### src/rtl/busctl_pkg.sv
// Shared types for the bus cycle controller.
package busctl_pkg;
    // Bus cycle state: idle, address strobe, data phase, bus handed over.
    typedef enum logic [1:0] {ST_IDLE, ST_ADDR, ST_DATA, ST_HOLD} bc_state_t;

    // Cycle definition carried with an address phase.
    typedef struct packed {
        logic wr;
        logic dc;
        logic mio;
    } bc_kind_t;
endpackage

### src/rtl/busctl_lanes.sv
// Byte lane enable generator.
// Turns a lane offset and a byte count minus one into a contiguous enable
// mask, and flags a request whose last byte falls past the last lane.
// Assumes NL is a power of two.
module busctl_lanes #(
    parameter int NL = 4,
    localparam int OW = $clog2(NL)
) (
    input  logic [OW-1:0] offs,
    input  logic [OW-1:0] size,
    output logic [NL-1:0] be,
    output logic          misal
);
    logic [OW:0] last;

    // Index of the last byte touched by the request.
    assign last  = {1'b0, offs} + {1'b0, size};
    assign misal = last > (OW+1)'(NL-1);

    // One enable per lane: active when the lane lies in [offs, last].
    for (genvar i = 0; i < NL; i++) begin : g_lane
        assign be[i] = ((OW+1)'(i) >= {1'b0, offs}) && ((OW+1)'(i) <= last);
    end
endmodule

### src/rtl/busctl_rdmerge.sv
// Read lane merger.
// Replaces the accumulated byte of each lane selected by 'take' with the
// byte arriving from the bus; other lanes keep the accumulated value.
module busctl_rdmerge #(
    parameter int NL = 4
) (
    input  logic [8*NL-1:0] acc,
    input  logic [8*NL-1:0] din,
    input  logic [NL-1:0]   take,
    output logic [8*NL-1:0] merged
);
    // Per-lane select between bus byte and held byte.
    for (genvar i = 0; i < NL; i++) begin : g_merge
        assign merged[8*i +: 8] = take[i] ? din[8*i +: 8] : acc[8*i +: 8];
    end
endmodule

### src/rtl/busctl_top.sv
// Bus cycle controller top.
// Runs one request at a time through address strobe and data phase, with
// wait states, next-address pipelining, 16-bit splitting and hold/lock
// arbitration. Assumes DW = 32 (four lanes, two halves) and that the
// request fields stay stable while req_valid is high and not acknowledged.
module busctl_top
    import busctl_pkg::*;
#(
    parameter int AW = 32,
    parameter int DW = 32,
    localparam int NL = DW / 8,
    localparam int OW = $clog2(NL)
) (
    input  logic          clk,
    input  logic          rst_n,
    input  logic          req_valid,
    input  logic          req_write,
    input  logic          req_data,
    input  logic          req_mem,
    input  logic          req_lock,
    input  logic [AW-1:0] req_addr,
    input  logic [OW-1:0] req_size,
    input  logic [DW-1:0] req_wdata,
    output logic          req_ack,
    output logic          resp_valid,
    output logic          resp_err,
    output logic [DW-1:0] resp_rdata,
    output logic [AW-3:0] addr_o,
    output logic [NL-1:0] be_n_o,
    output logic          ads_n_o,
    output logic          wr_o,
    output logic          dc_o,
    output logic          mio_o,
    output logic          lock_n_o,
    output logic          bus_oe_o,
    output logic [DW-1:0] dout_o,
    output logic          dout_oe_o,
    input  logic [DW-1:0] din_i,
    input  logic          rdy_n_i,
    input  logic          nxt_n_i,
    input  logic          sz16_n_i,
    input  logic          hold_i,
    output logic          hlda_o
);
    localparam int HALF = NL / 2;

    bc_state_t     state;
    logic [AW-3:0] a_addr;
    logic [NL-1:0] a_be;
    bc_kind_t      a_kind;
    logic          pipe_ads;
    logic          pipe;
    logic [DW-1:0] nx_wdata;
    logic          d_wr;
    logic [NL-1:0] d_be;
    logic [DW-1:0] d_wdata;
    logic          d_upper;
    logic          locked;
    logic [DW-1:0] rdbuf;

    logic [NL-1:0] req_be;
    logic          req_misal;
    logic [DW-1:0] merged;
    logic          hold_ok, idle_acc, pipe_acc, split_risk, done_edge, split_go;
    bc_kind_t      req_kind;

    busctl_lanes #(.NL(NL)) u_lanes (
        .offs  (req_addr[OW-1:0]),
        .size  (req_size),
        .be    (req_be),
        .misal (req_misal)
    );

    busctl_rdmerge #(.NL(NL)) u_merge (
        .acc    (rdbuf),
        .din    (din_i),
        .take   (d_wr ? '0 : d_be),
        .merged (merged)
    );

    // Acceptance, split and completion decisions for this cycle.
    always_comb begin
        req_kind   = '{wr: req_write, dc: req_data, mio: req_mem};
        hold_ok    = hold_i && !locked;
        split_risk = (|d_be[HALF-1:0]) && (|d_be[NL-1:HALF]) && !d_upper;
        idle_acc   = (state == ST_IDLE) && req_valid && !hold_ok;
        pipe_acc   = (state == ST_DATA) && req_valid && !req_misal && !nxt_n_i
                     && rdy_n_i && !pipe && !split_risk && !hold_i;
        req_ack    = idle_acc || pipe_acc;
        done_edge  = (state == ST_DATA) && !rdy_n_i;
        split_go   = done_edge && !sz16_n_i && split_risk;
    end

    // Bus-facing outputs derived from the registered phase state.
    always_comb begin
        addr_o    = a_addr;
        be_n_o    = ~a_be;
        wr_o      = a_kind.wr;
        dc_o      = a_kind.dc;
        mio_o     = a_kind.mio;
        ads_n_o   = !((state == ST_ADDR) || pipe_ads);
        hlda_o    = (state == ST_HOLD);
        bus_oe_o  = (state != ST_HOLD);
        lock_n_o  = !locked;
        dout_o    = d_wdata;
        dout_oe_o = d_wr && ((state == ST_ADDR) || (state == ST_DATA));
    end

    // Cycle state machine with phase registers and response.
    always_ff @(posedge clk) begin
        if (!rst_n) begin
            state      <= ST_IDLE;
            a_addr     <= '0;
            a_be       <= '0;
            a_kind     <= '0;
            pipe_ads   <= 1'b0;
            pipe       <= 1'b0;
            nx_wdata   <= '0;
            d_wr       <= 1'b0;
            d_be       <= '0;
            d_wdata    <= '0;
            d_upper    <= 1'b0;
            locked     <= 1'b0;
            rdbuf      <= '0;
            resp_valid <= 1'b0;
            resp_err   <= 1'b0;
            resp_rdata <= '0;
        end else begin
            resp_valid <= 1'b0;
            resp_err   <= 1'b0;
            pipe_ads   <= 1'b0;
            case (state)
                ST_IDLE: begin
                    if (hold_ok) begin
                        state <= ST_HOLD;
                    end else if (req_valid) begin
                        if (req_misal) begin
                            resp_valid <= 1'b1;
                            resp_err   <= 1'b1;
                            resp_rdata <= '0;
                        end else begin
                            a_addr  <= req_addr[AW-1:2];
                            a_be    <= req_be;
                            a_kind  <= req_kind;
                            d_wr    <= req_write;
                            d_be    <= req_be;
                            d_wdata <= req_wdata;
                            d_upper <= 1'b0;
                            locked  <= req_lock;
                            state   <= ST_ADDR;
                        end
                    end
                end
                ST_ADDR: state <= ST_DATA;
                ST_DATA: begin
                    if (split_go) begin
                        a_be    <= {d_be[NL-1:HALF], {HALF{1'b0}}};
                        d_be    <= {d_be[NL-1:HALF], {HALF{1'b0}}};
                        d_upper <= 1'b1;
                        rdbuf   <= merged;
                        state   <= ST_ADDR;
                    end else if (done_edge) begin
                        resp_valid <= 1'b1;
                        resp_rdata <= merged;
                        rdbuf      <= '0;
                        if (pipe) begin
                            pipe    <= 1'b0;
                            d_wr    <= a_kind.wr;
                            d_be    <= a_be;
                            d_wdata <= nx_wdata;
                            d_upper <= 1'b0;
                        end else begin
                            state <= ST_IDLE;
                        end
                    end
                    if (pipe_acc) begin
                        a_addr   <= req_addr[AW-1:2];
                        a_be     <= req_be;
                        a_kind   <= req_kind;
                        nx_wdata <= req_wdata;
                        locked   <= req_lock;
                        pipe     <= 1'b1;
                        pipe_ads <= 1'b1;
                    end
                end
                ST_HOLD: if (!hold_i) state <= ST_IDLE;
                default: state <= ST_IDLE;
            endcase
        end
    end
endmodule

### config.mk
export PLATFORM = sky130hd
export DESIGN_NAME = busctl_top
export DESIGN_NICKNAME = d
export VERILOG_FILES = /design/src/rtl/busctl_pkg.sv /design/src/rtl/busctl_lanes.sv /design/src/rtl/busctl_rdmerge.sv /design/src/rtl/busctl_top.sv
export SDC_FILE = /design/constraint.sdc
export NUM_CORES = 1
export LEC_CHECK = 0
export BUFFER_PORTS_ARGS = -buffer_cell sky130_fd_sc_hd__buf_2
export CAP_MARGIN = 20
export CORE_ASPECT_RATIO = 1.2
export CORE_MARGIN = 4
export CORE_UTILIZATION = 53
export CTS_CLUSTER_DIAMETER = 50
export DETAILED_ROUTE_END_ITERATION = 16
export GPL_TIMING_DRIVEN = 0
export PLACE_DENSITY = 0.79
export SYNTH_ARGS = -nofsm -noshare
export SYNTH_HDL_FRONTEND = slang
export SYNTH_HIERARCHICAL = 1
export SYNTH_SLANG_ARGS = --single-unit
### constraint.sdc
create_clock -name clk -period 3.4 [get_ports clk]
set_input_delay 0.68 -clock clk [delete_from_list [all_inputs] [get_ports clk]]
set_output_delay 0.68 -clock clk [all_outputs]
set_load 0.005 [all_outputs]
==> results by group, run 1 <==
Detailed routing
  – Routed WL per cell: 16.5 um
  – Final Routed Wirelength: 23,000 um
  – # DRC: 0
  – DRT Pass-1 Iters: 5
  – Via/cell ratio: 5.53
  – Final ANT Viol Nets: 0
  – Via count: 7,694
  – Starting DRT DRC Count: 475

Worst setup path
  – Crit. End Element: primary output
  – Worst Path Class, Setup: in -> out
  – CP top delay family: buffers and inverters
  – Most frequent cell on the critical path: buf_2
  – Slowest stage cell, crit path: fa_2
  – CP Data Arrival Time: 2.54 ns
  – CP Launch Type: primary input
  – Worst path max stage delay: 0.44 ns
  – CP required: 2.72 ns
  – Critical path, cell by cell: buf_2, ha_1, fa_2, nor2b_1, buf_2, o2111ai_2, buf_2, nand2_1, buf_2
  – Buffers and inverters on the worst path: 4
  – Crit-path max FO: 10

Layout
  – Area growth syn-to-layout: 23.2%
  – Final Core Density: 66.5%
  – Final #Nets: 1,284
  – Fraction of layout cells with a size suffix above 1: 30.4%
  – Fillcell total: 1,285

Clock tree
  – Clock Tree Root: clkbuf_16
  – Clock transition at path regs: 0.06 ns
  – Worst-Skew Late Latency: 0.43 ns
  – Post-CTS setup buffers: 0
  – CTS Hold Bufs: 0
  – Clock Sinks: 178
  – Post-CTS sizing: 2
  – H-tree Lvls: 4
  – Clock Tree Buf Depth: 2
  – TritonCTS Buffers: 17
  – CTS tree: done

Flow run
  – Max Cap Viol: 0

Power
  – Peak VDD IR: 0.401 mV
  – Leakage: 0.00412 uW
  – Power Total: 7400 uW
  – P per Cell Area: 714 nW/um2

Timing
  – Fmax: 0.310 GHz
  – Period utilisation layout: 94.8%
  – RSZ-0062 raised after global routing: false
  – Final count of hold timing violations: 0
  – Setup TNS: 0 ns
  – Worst-Margin Slew: 0.705 ns
  – Setup-failing EPs final: 0
  – Setup ws final: 0.178 ns
  – Fin Hold WS: 0.450 ns
  – Slew Viols, Final: 0
  – Final clock skew: 0.00714 ns
  – Worst relative slew slack: 52.3%
  – Period minus WS final: 3.22 ns

Floorplan
  – Core area: 15,600 um2
  – Total I/O pin count: 218
  – Die height: 146 um
  – Chip width: 123 um
  – Die area: 17,900 um2
  – Initial Util: 54.0%
  – Site Rows: 50

Synthesis
  – Post-synth EDFFs: 0
  – Avg Cell Area, Syn: 9.01 um2
  – Register bit total from synthesis: 178
  – Synth unique cells: 52
  – Register area share after synthesis: 42.4%
  – Syn nets: 1,048
  – Cells after Synth: 933
  – Mapped Area: 8410 um2
  – Synth warn: 6
  – Ys flop type: dfxtp_1
  – Ys async rst share: 0%

Global route
  – GR Overflow Total: 0
  – Global Route Usage Sum: 25.8%
  – First-pass GRT wire length: 37,500 um
  – Vias in the first global route: 7,589
  – Largest net degree at the start of global routing: 17
  – Initial antenna violation count: 0

Outcome
  – Status: finished, final reports clean

Worst hold path
  – Min-Delay Path Class: reg -> reg

Placement
  – Post-place setup slack: -0.122 ns
  – IO buf count: 217
  – DPL Wire Length: 17,000 um
  – Gpl congestion: 0.836
synth_stat cells, types with 2 or more instances:
| cell | number | share of area [%] |
|---|---|---|
| mux2i_1 | 36 | 4.3 |
| o32ai_1 | 2 | 0.21 |
| clkbuf_1 | 64 | 2.9 |
| a211oi_1 | 70 | 6.3 |
| inv_1 | 45 | 2.0 |
| nor3_2 | 2 | 0.24 |
| a311oi_1 | 2 | 0.21 |
| dfxtp_1 | 178 | 42 |
| buf_6 | 10 | 1.3 |
| nor2b_1 | 6 | 0.45 |
| mux2_4 | 32 | 5.7 |
| buf_2 | 14 | 0.83 |
| buf_1 | 2 | 0.089 |
| o31ai_1 | 33 | 2.9 |
| o2111ai_1 | 33 | 3.4 |
| a31o_2 | 2 | 0.21 |
| a21oi_1 | 103 | 6.1 |
| ha_1 | 5 | 0.74 |
| a21o_1 | 2 | 0.18 |
| nor2_1 | 11 | 0.49 |
| nand2b_1 | 3 | 0.22 |
| mux2_2 | 37 | 5.0 |
| nand2_1 | 173 | 7.7 |
| nand3_1 | 37 | 2.2 |
| a2bb2oi_1 | 2 | 0.21 |
| a31oi_1 | 2 | 0.15 |
| o221a_2 | 2 | 0.27 |
kinds of logic (layout without fill, tap and decap cells):
family | after synthesis | count (layout) | share of synthesized area (%)
fa+ha+maj | 6 | 6 | 0.982
mux | 105 | 105 | 15.0
other cells | 0 | 1 | 0
buf+inv | 137 | 386 | 7.26
compound gates | 268 | 268 | 22.2
simple gates | 239 | 239 | 12.2
flops | 178 | 178 | 42.4
final timing paths:
kind	start	end	slack, ns	depth (start not counted)
max	req_addr[0]	req_ack	0.18	9
min	rdbuf[28]	rdbuf[28]	0.45	2
max reg2reg	state[0]	dout_o[20]	1.04	10
min reg2reg	rdbuf[28]	rdbuf[28]	0.45	2
final cells by class:
cell class / count / area [um2] / share of cell area [%]
multi-input combinational: 618 / 4240 / 40.9
sequential: 178 / 3560 / 34.4
timing repair buffer: 217 / 1090 / 10.5
buffer: 91 / 439 / 4.24
clock buffer: 20 / 437 / 4.22
tap: 208 / 260 / 2.51
inverter: 46 / 173 / 1.67
clock inverter: 12 / 155 / 1.50
antenna: 1 / 2.50 / 0.0242
cell usage in the layout (no fill, tap or decap), types with 5 or more instances in the layout:
cell / instances
mux2i_1: 36
clkbuf_1: 66
buf_2: 232
ha_1: 5
clkbuf_16: 17
mux2_2: 37
nor2b_1: 6
o31ai_1: 33
a21oi_1: 103
nor2_1: 11
mux2_4: 32
dfxtp_1: 178
nand3_1: 37
inv_1: 45
a211oi_1: 70
o2111ai_1: 32
nand2_1: 173
buf_6: 10
per-stage QoR:
stage | cell area, um2 | cells
5_1_grt | 10400 | 1390
3_3_place_gp | 9750 | 1358
6_report | 10400 | 1391
4_1_cts | 10400 | 1390
3_5_place_dp | 9750 | 1358
2_1_floorplan | 8410 | 933
worst min-delay path, delay by kind of cell, from the launching register on:
family	cells	cell delay, ns
AOI/OAI and AO/OA	1	0.05
DFF	1	0.31
and+or+nand+nor	1	0.05
layer usage:
metal | vias to the layer above | global-route usage (%) | share of wire, %
li1 | 3805 | - | -
met1 | 3599 | 31.2 | 41
met2 | 244 | 43.0 | 49
met3 | 46 | 6.30 | 6.6
met4 | 0 | 11.1 | 3.1
met5 | - | 0 | 0
report_power, final:
| part | switching, uW | total [uW] | internal, uW |
|---|---|---|---|
| combinational | 1830 | 2940 | 1110 |
| clock | 836 | 2000 | 1160 |
| sequential | 133 | 2460 | 2330 |
| total | 2790 | 7400 | 4600 |
state kept, by name, indices dropped and copies added (netlist names):
name	count
dout_o	32
nx_wdata	32
rdbuf	32
resp_rdata	32
addr_o	30
a_be	4
d_be	4
state	2
d_upper	1
d_wr	1
dc_o	1
locked	1
mio_o	1
pipe	1
pipe_ads	1
resp_err	1
resp_valid	1
wr_o	1
(Power assumes the default switching activity.)
==> run 2: changes to the inputs <==
PLACE_DENSITY = 0.87   (was 0.79)
==> results by group, run 2 (synthesis results as in run 1) <==
Outcome
  – Status: finished, final reports clean

Global route
  – First-pass GRT wire length: 37,100 um (-1.0%)
  – Global Route Usage Sum: 25.5% (-0.25 points)
  – Initial antenna violation count: 3 (+3)
  – GR Overflow Total: 0 (unchanged)
  – Vias in the first global route: 7,637 (+0.63%)
  – Largest net degree at the start of global routing: 17 (unchanged)

Power
  – Int Power: 4440 uW (-3.5%)
  – Sw frac: 38.5% (+0.76 points)
  – Switch Pwr: 2790 uW (-0.34%)
  – Leakage: 0.00410 uW (-0.42%)
  – Clock network power share: 25.5% (-1.5 points)
  – Combinational Power Share: 40.4% (+0.7 points)
  – Sequential Power Share: 34.1% (+0.8 points)
  – Peak VDD IR: 0.473 mV (+18%)
  – P per Cell Area: 701 nW/um2 (-1.9%)

Worst setup path
  – Worst Path Class, Setup: in -> out
  – CP required: 2.72 ns (about the same)
  – CP Data Arrival Time: 2.58 ns (+0.04 ns)
  – Most frequent cell on the critical path: buf_2
  – Critical path, cell by cell: buf_2, ha_1, fa_2, nor2b_1, buf_2, o2111ai_2, buf_2, nand2_1, buf_2
  – Crit-path max FO: 10 (unchanged)
  – Worst path max stage delay: 0.43 ns (about the same)
  – Buffers and inverters on the worst path: 4 (unchanged)
  – Crit. End Element: primary output
  – CP Launch Type: primary input
  – CP top delay family: buffers and inverters
  – Slowest stage cell, crit path: fa_2

Timing
  – Worst relative slew slack: 54.4% (+2.0 points)
  – Period minus WS final: 3.26 ns (+0.0343 ns)
  – Worst-Margin Slew: 0.681 ns (-0.0237 ns)
  – Final count of hold timing violations: 0 (unchanged)
  – Setup-failing EPs final: 0 (unchanged)
  – Slew Viols, Final: 0 (unchanged)
  – RSZ-0062 raised after global routing: false
  – Final clock skew: 0.0118 ns (+0.00468 ns)
  – Fin Hold WS: 0.450 ns (+0.0000260 ns)
  – Fmax: 0.307 GHz (-1.1%)
  – Period utilisation layout: 95.8% (+1.0 points)

Clock tree
  – CTS tree: done
  – Clock Sinks: 178 (unchanged)
  – TritonCTS Buffers: 17 (unchanged)
  – Clock Tree Root: clkbuf_16
  – H-tree Lvls: 4 (unchanged)
  – CTS Hold Bufs: 0 (unchanged)
  – Worst-Skew Late Latency: 0.43 ns (about the same)
  – Clock transition at path regs: 0.06 ns (about the same)
  – Clock Tree Buf Depth: 2 (unchanged)

Floorplan
  – Core area: 15,600 um2 (unchanged)
  – Total I/O pin count: 218 (unchanged)
  – Initial Util: 54.0% (unchanged)
  – Site Rows: 50 (unchanged)
  – Chip width: 123 um (unchanged)
  – Die area: 17,900 um2 (unchanged)
  – Die height: 146 um (unchanged)

Detailed routing
  – Final Routed Wirelength: 22,900 um (-0.40%)
  – # DRC: 0 (unchanged)
  – Final ANT Viol Nets: 0 (unchanged)
  – DRT Pass-1 Iters: 5 (unchanged)
  – Starting DRT DRC Count: 512 (+7.8%)
  – Via count: 7,741 (+0.61%)
  – Routed WL per cell: 16.5 um (-0.40%)
  – Via/cell ratio: 5.57 (+0.61%)

Layout
  – Final Core Density: 66.2% (-0.28 points)
  – Final #Nets: 1,284 (unchanged)
  – Fillcell total: 1,286 (+0.078%)
  – Area growth syn-to-layout: 22.7%
  – Most common cell after layout, fill and taps aside: buf_2
  – Fraction of layout cells with a size suffix above 1: 30.5% (+0.085 points)
  – Most frequent cells in the layout: buf_2, dfxtp_1, nand2_1

Worst hold path
  – Min-Delay Path Class: reg -> reg

Placement
  – DPL Wire Length: 17,100 um (+0.29%)
  – Gpl congestion: 0.918 (+9.8%)
  – IO buf count: 217 (unchanged)

Flow run
  – Max Cap Viol: 0 (unchanged)
==> run 2: cell count changes in the layout (fill, tap and decap cells not counted) <==
cell       change
clkbuf_1       -1
clkbuf_8       +3
bufinv_16      -3
inv_6          +1
==> run 2: worst min-delay path, cell delays in order, from the launching register on <==
cell and delay (ns):
dfxtp_1 0.31, nand2_1 0.05, a21oi_1 0.05
==> run 2: layout make-up <==
class | instances | area, um2 | area share [%]
sequential | 178 | 3560 | 34.6
tap | 208 | 260 | 2.52
clock inverter | 10 | 73.8 | 0.716
clock buffer | 22 | 474 | 4.60
buffer | 91 | 439 | 4.26
multi-input combinational | 618 | 4240 | 41.1
antenna | 1 | 2.50 | 0.0243
timing repair buffer | 217 | 1090 | 10.5
inverter | 46 | 173 | 1.67
==> run 2: routing by layer <==
| metal | track usage (%) | wire length (um) |
|---|---|---|
| met1 | 30.2 | 9180 |
| met2 | 43.4 | 11400 |
| met3 | 6.77 | 1690 |
| met4 | 10.0 | 631 |
| met5 | 0 | 32 |
==> run 2: worst paths after layout <==
check                    from             end  slack [ns]  depth (start not counted)
hold / removal      rdbuf[11]       rdbuf[11]        0.45                          2
setup / recovery  req_addr[0]         req_ack        0.14                          9
hold reg to reg     rdbuf[11]       rdbuf[11]        0.45                          2
setup reg to reg     state[0]  resp_rdata[30]        1.05                          8
==> run 2: what timing repair did <==
item,in CTS,in global routing
setup buffers,0,0
endpoints found under the setup margin,1,1
gates resized for setup,2,2
==> run 2: power groups by stage <==
stage | clock (uW) | sequential [uW] | combinational (uW)
after floorplan | 0 | 2510 | 2040
after global placement | 0 | 2500 | 2850
after detailed placement | 0 | 2500 | 2890
after CTS | 1860 | 2460 | 2910
after global routing | 1960 | 2490 | 3220
final | 1840 | 2460 | 2920
==> run 2: through the flow <==
| stage | instances | cell area [um2] | worst slack [ns] | setup TNS (ns) | total power [uW] |
|---|---|---|---|---|---|
| after global placement | 1358 | 9750 | -0.0879 | -0.0879 | 5340 |
| after CTS | 1390 | 10300 | 0.0415 | 0 | 7230 |
| after detailed placement | 1358 | 9750 | -0.117 | -0.117 | 5400 |
| after floorplan | 933 | 8410 | 0.506 | 0 | 4540 |
| after global routing | 1391 | 10300 | 0.0710 | 0 | 7670 |
| final | 1391 | 10300 | 0.144 | 0 | 7230 |
==> run 3: changes to the inputs <==
MAX_ROUTING_LAYER = met4   (was not set)
==> results by group, run 3 (synthesis results as in run 1) <==
Clock tree
  – TritonCTS Buffers: 17 (unchanged)
  – Clock Tree Buf Depth: 2 (unchanged)
  – Clock Sinks: 178 (unchanged)
  – H-tree Lvls: 4 (unchanged)
  – Worst-Skew Late Latency: 0.43 ns (about the same)
  – Clock transition at path regs: 0.06 ns (about the same)
  – CTS tree: done
  – CTS Hold Bufs: 0 (unchanged)
  – Post-CTS setup buffers: 0 (unchanged)
  – Clock Tree Root: clkbuf_16

Timing
  – Setup-failing EPs final: 0 (unchanged)
  – Fmax: 0.307 GHz (-0.18%)
  – Worst-Margin Slew: 0.709 ns (+0.0277 ns)
  – Final count of hold timing violations: 0 (unchanged)
  – Period minus WS final: 3.26 ns (+0.00593 ns)
  – Slew Viols, Final: 0 (unchanged)
  – RSZ-0062 raised after global routing: false
  – Period utilisation layout: 96.0% (+0.17 points)
  – Worst relative slew slack: 52.5% (-1.9 points)
  – Fin Hold WS: 0.450 ns (+0.00000700 ns)
  – Final clock skew: 0.0105 ns (-0.00128 ns)

Layout
  – Register Area: 3560 um2 (unchanged)
  – Fillcell total: 1,284 (-0.16%)
  – Most common cell after layout, fill and taps aside: buf_2
  – Multi-input gate area: 4240 um2 (unchanged)
  – Most frequent cells in the layout: buf_2, dfxtp_1, nand2_1
  – Final #Nets: 1,284 (unchanged)
  – Fraction of layout cells with a size suffix above 1: 30.5% (unchanged)
  – Area growth syn-to-layout: 22.7% (about the same)

Worst setup path
  – Crit. End Element: primary output
  – CP required: 2.72 ns (about the same)
  – Buffers and inverters on the worst path: 4 (unchanged)
  – Crit-path max FO: 10 (unchanged)
  – CP Launch Type: primary input
  – Most frequent cell on the critical path: buf_2
  – CP Data Arrival Time: 2.58 ns (about the same)
  – Critical path, cell by cell: buf_2, ha_1, fa_2, nor2b_1, buf_2, o2111ai_2, buf_2, nand2_1, buf_2
  – CP top delay family: buffers and inverters
  – Worst path max stage delay: 0.44 ns (about the same)
  – Slowest stage cell, crit path: fa_2
  – Worst Path Class, Setup: in -> out

Detailed routing
  – # DRC: 0 (unchanged)
  – Via count: 7,760 (+0.25%)
  – Final Routed Wirelength: 22,900 um (+0.20%)
  – Final ANT Viol Nets: 0 (unchanged)
  – DRT Pass-1 Iters: 6 (+1)
  – Starting DRT DRC Count: 533 (+4.1%)
  – Via/cell ratio: 5.57 (+0.10%)
  – Routed WL per cell: 16.5 um (about the same)

Floorplan
  – Die area: 17,900 um2 (unchanged)
  – Site Rows: 50 (unchanged)
  – Chip width: 123 um (unchanged)
  – Total I/O pin count: 218 (unchanged)
  – Die height: 146 um (unchanged)
  – Initial Util: 54.0% (unchanged)
  – Core area: 15,600 um2 (unchanged)

Power
  – Peak VDD IR: 0.474 mV (+0.19%)
  – Power Total: 7230 uW (about the same)
  – Leakage: 0.00410 uW (about the same)
  – P per Cell Area: 700 nW/um2 (about the same)

Global route
  – Global Route Usage Sum: 26.3% (+0.75 points)
  – First-pass GRT wire length: 37,100 um (about the same)
  – Largest net degree at the start of global routing: 17 (unchanged)
  – Vias in the first global route: 7,630 (-0.092%)
  – Initial antenna violation count: 3 (unchanged)
  – GR Overflow Total: 0 (unchanged)

Placement
  – IO buf count: 217 (unchanged)
  – DPL Wire Length: 17,100 um (unchanged)
  – Gpl congestion: 0.935 (+1.9%)

Worst hold path
  – Min-Delay Path Class: reg -> reg

Flow run
  – Max Cap Viol: 0 (unchanged)

Outcome
  – Status: finished, final reports clean
run 3: per-layer routing:
| layer | global-route usage (%) | wire length, um | up-vias |
|---|---|---|---|
| met4 | 9.86 | 611 | 0 |
| met1 | 30.9 | 9430 | 3614 |
| li1 | - | - | 3822 |
| met5 | - | 0 | - |
| met2 | 43.4 | 11400 | 276 |
| met3 | 5.83 | 1540 | 48 |
run 3: final timing paths:
check | from | end | slack, ns | cells after the start
hold reg to reg | rdbuf[11] | rdbuf[11] | 0.45 | 2
hold / removal | rdbuf[11] | rdbuf[11] | 0.45 | 2
setup / recovery | req_addr[0] | req_ack | 0.14 | 9
setup reg to reg | state[0] | resp_rdata[30] | 1.04 | 8
run 3: worst reg2reg max path, cell delays in order (launching register included):
cell	delay, ns
dfxtp_1	0.40
inv_1	0.09
ha_1	0.21
nor2b_1	0.12
clkbuf_1	0.21
nor4_2	0.52
clkbuf_1	0.44
o31ai_1	0.13
a21oi_1	0.16
run 3: area by class of cell:
class	instances	share of cell area [%]
multi-input combinational	618	41.1
sequential	178	34.5
timing repair buffer	217	10.5
clock buffer	22	4.60
buffer	91	4.26
tap	208	2.52
inverter	46	1.67
clock inverter	10	0.715
antenna	3	0.0728
run 3: timing repair:
item                                   in CTS  in global routing
setup endpoints to repair                   1                  1
resized for setup                           2                  2
pin swaps                                   0                  0
endpoints found under the hold margin       0                  0
run 3: per-stage QoR:
stage / setup WS [ns] / cell area (um2) / setup TNS [ns] / std cells / util [%]
after global placement: -0.0879 / 9750 / -0.0879 / 1358 / 62.6
after detailed placement: -0.117 / 9750 / -0.117 / 1358 / 62.6
final: 0.138 / 10300 / 0 / 1393 / 66.2
after CTS: 0.0415 / 10300 / 0 / 1390 / 66.2
after global routing: 0.0719 / 10300 / 0 / 1393 / 66.2
after floorplan: 0.506 / 8410 / 0 / 933 / -
run 3: report_power, final:
group,switching (uW),internal (uW)
clock network,835,1000
logic,1810,1110
registers,137,2330
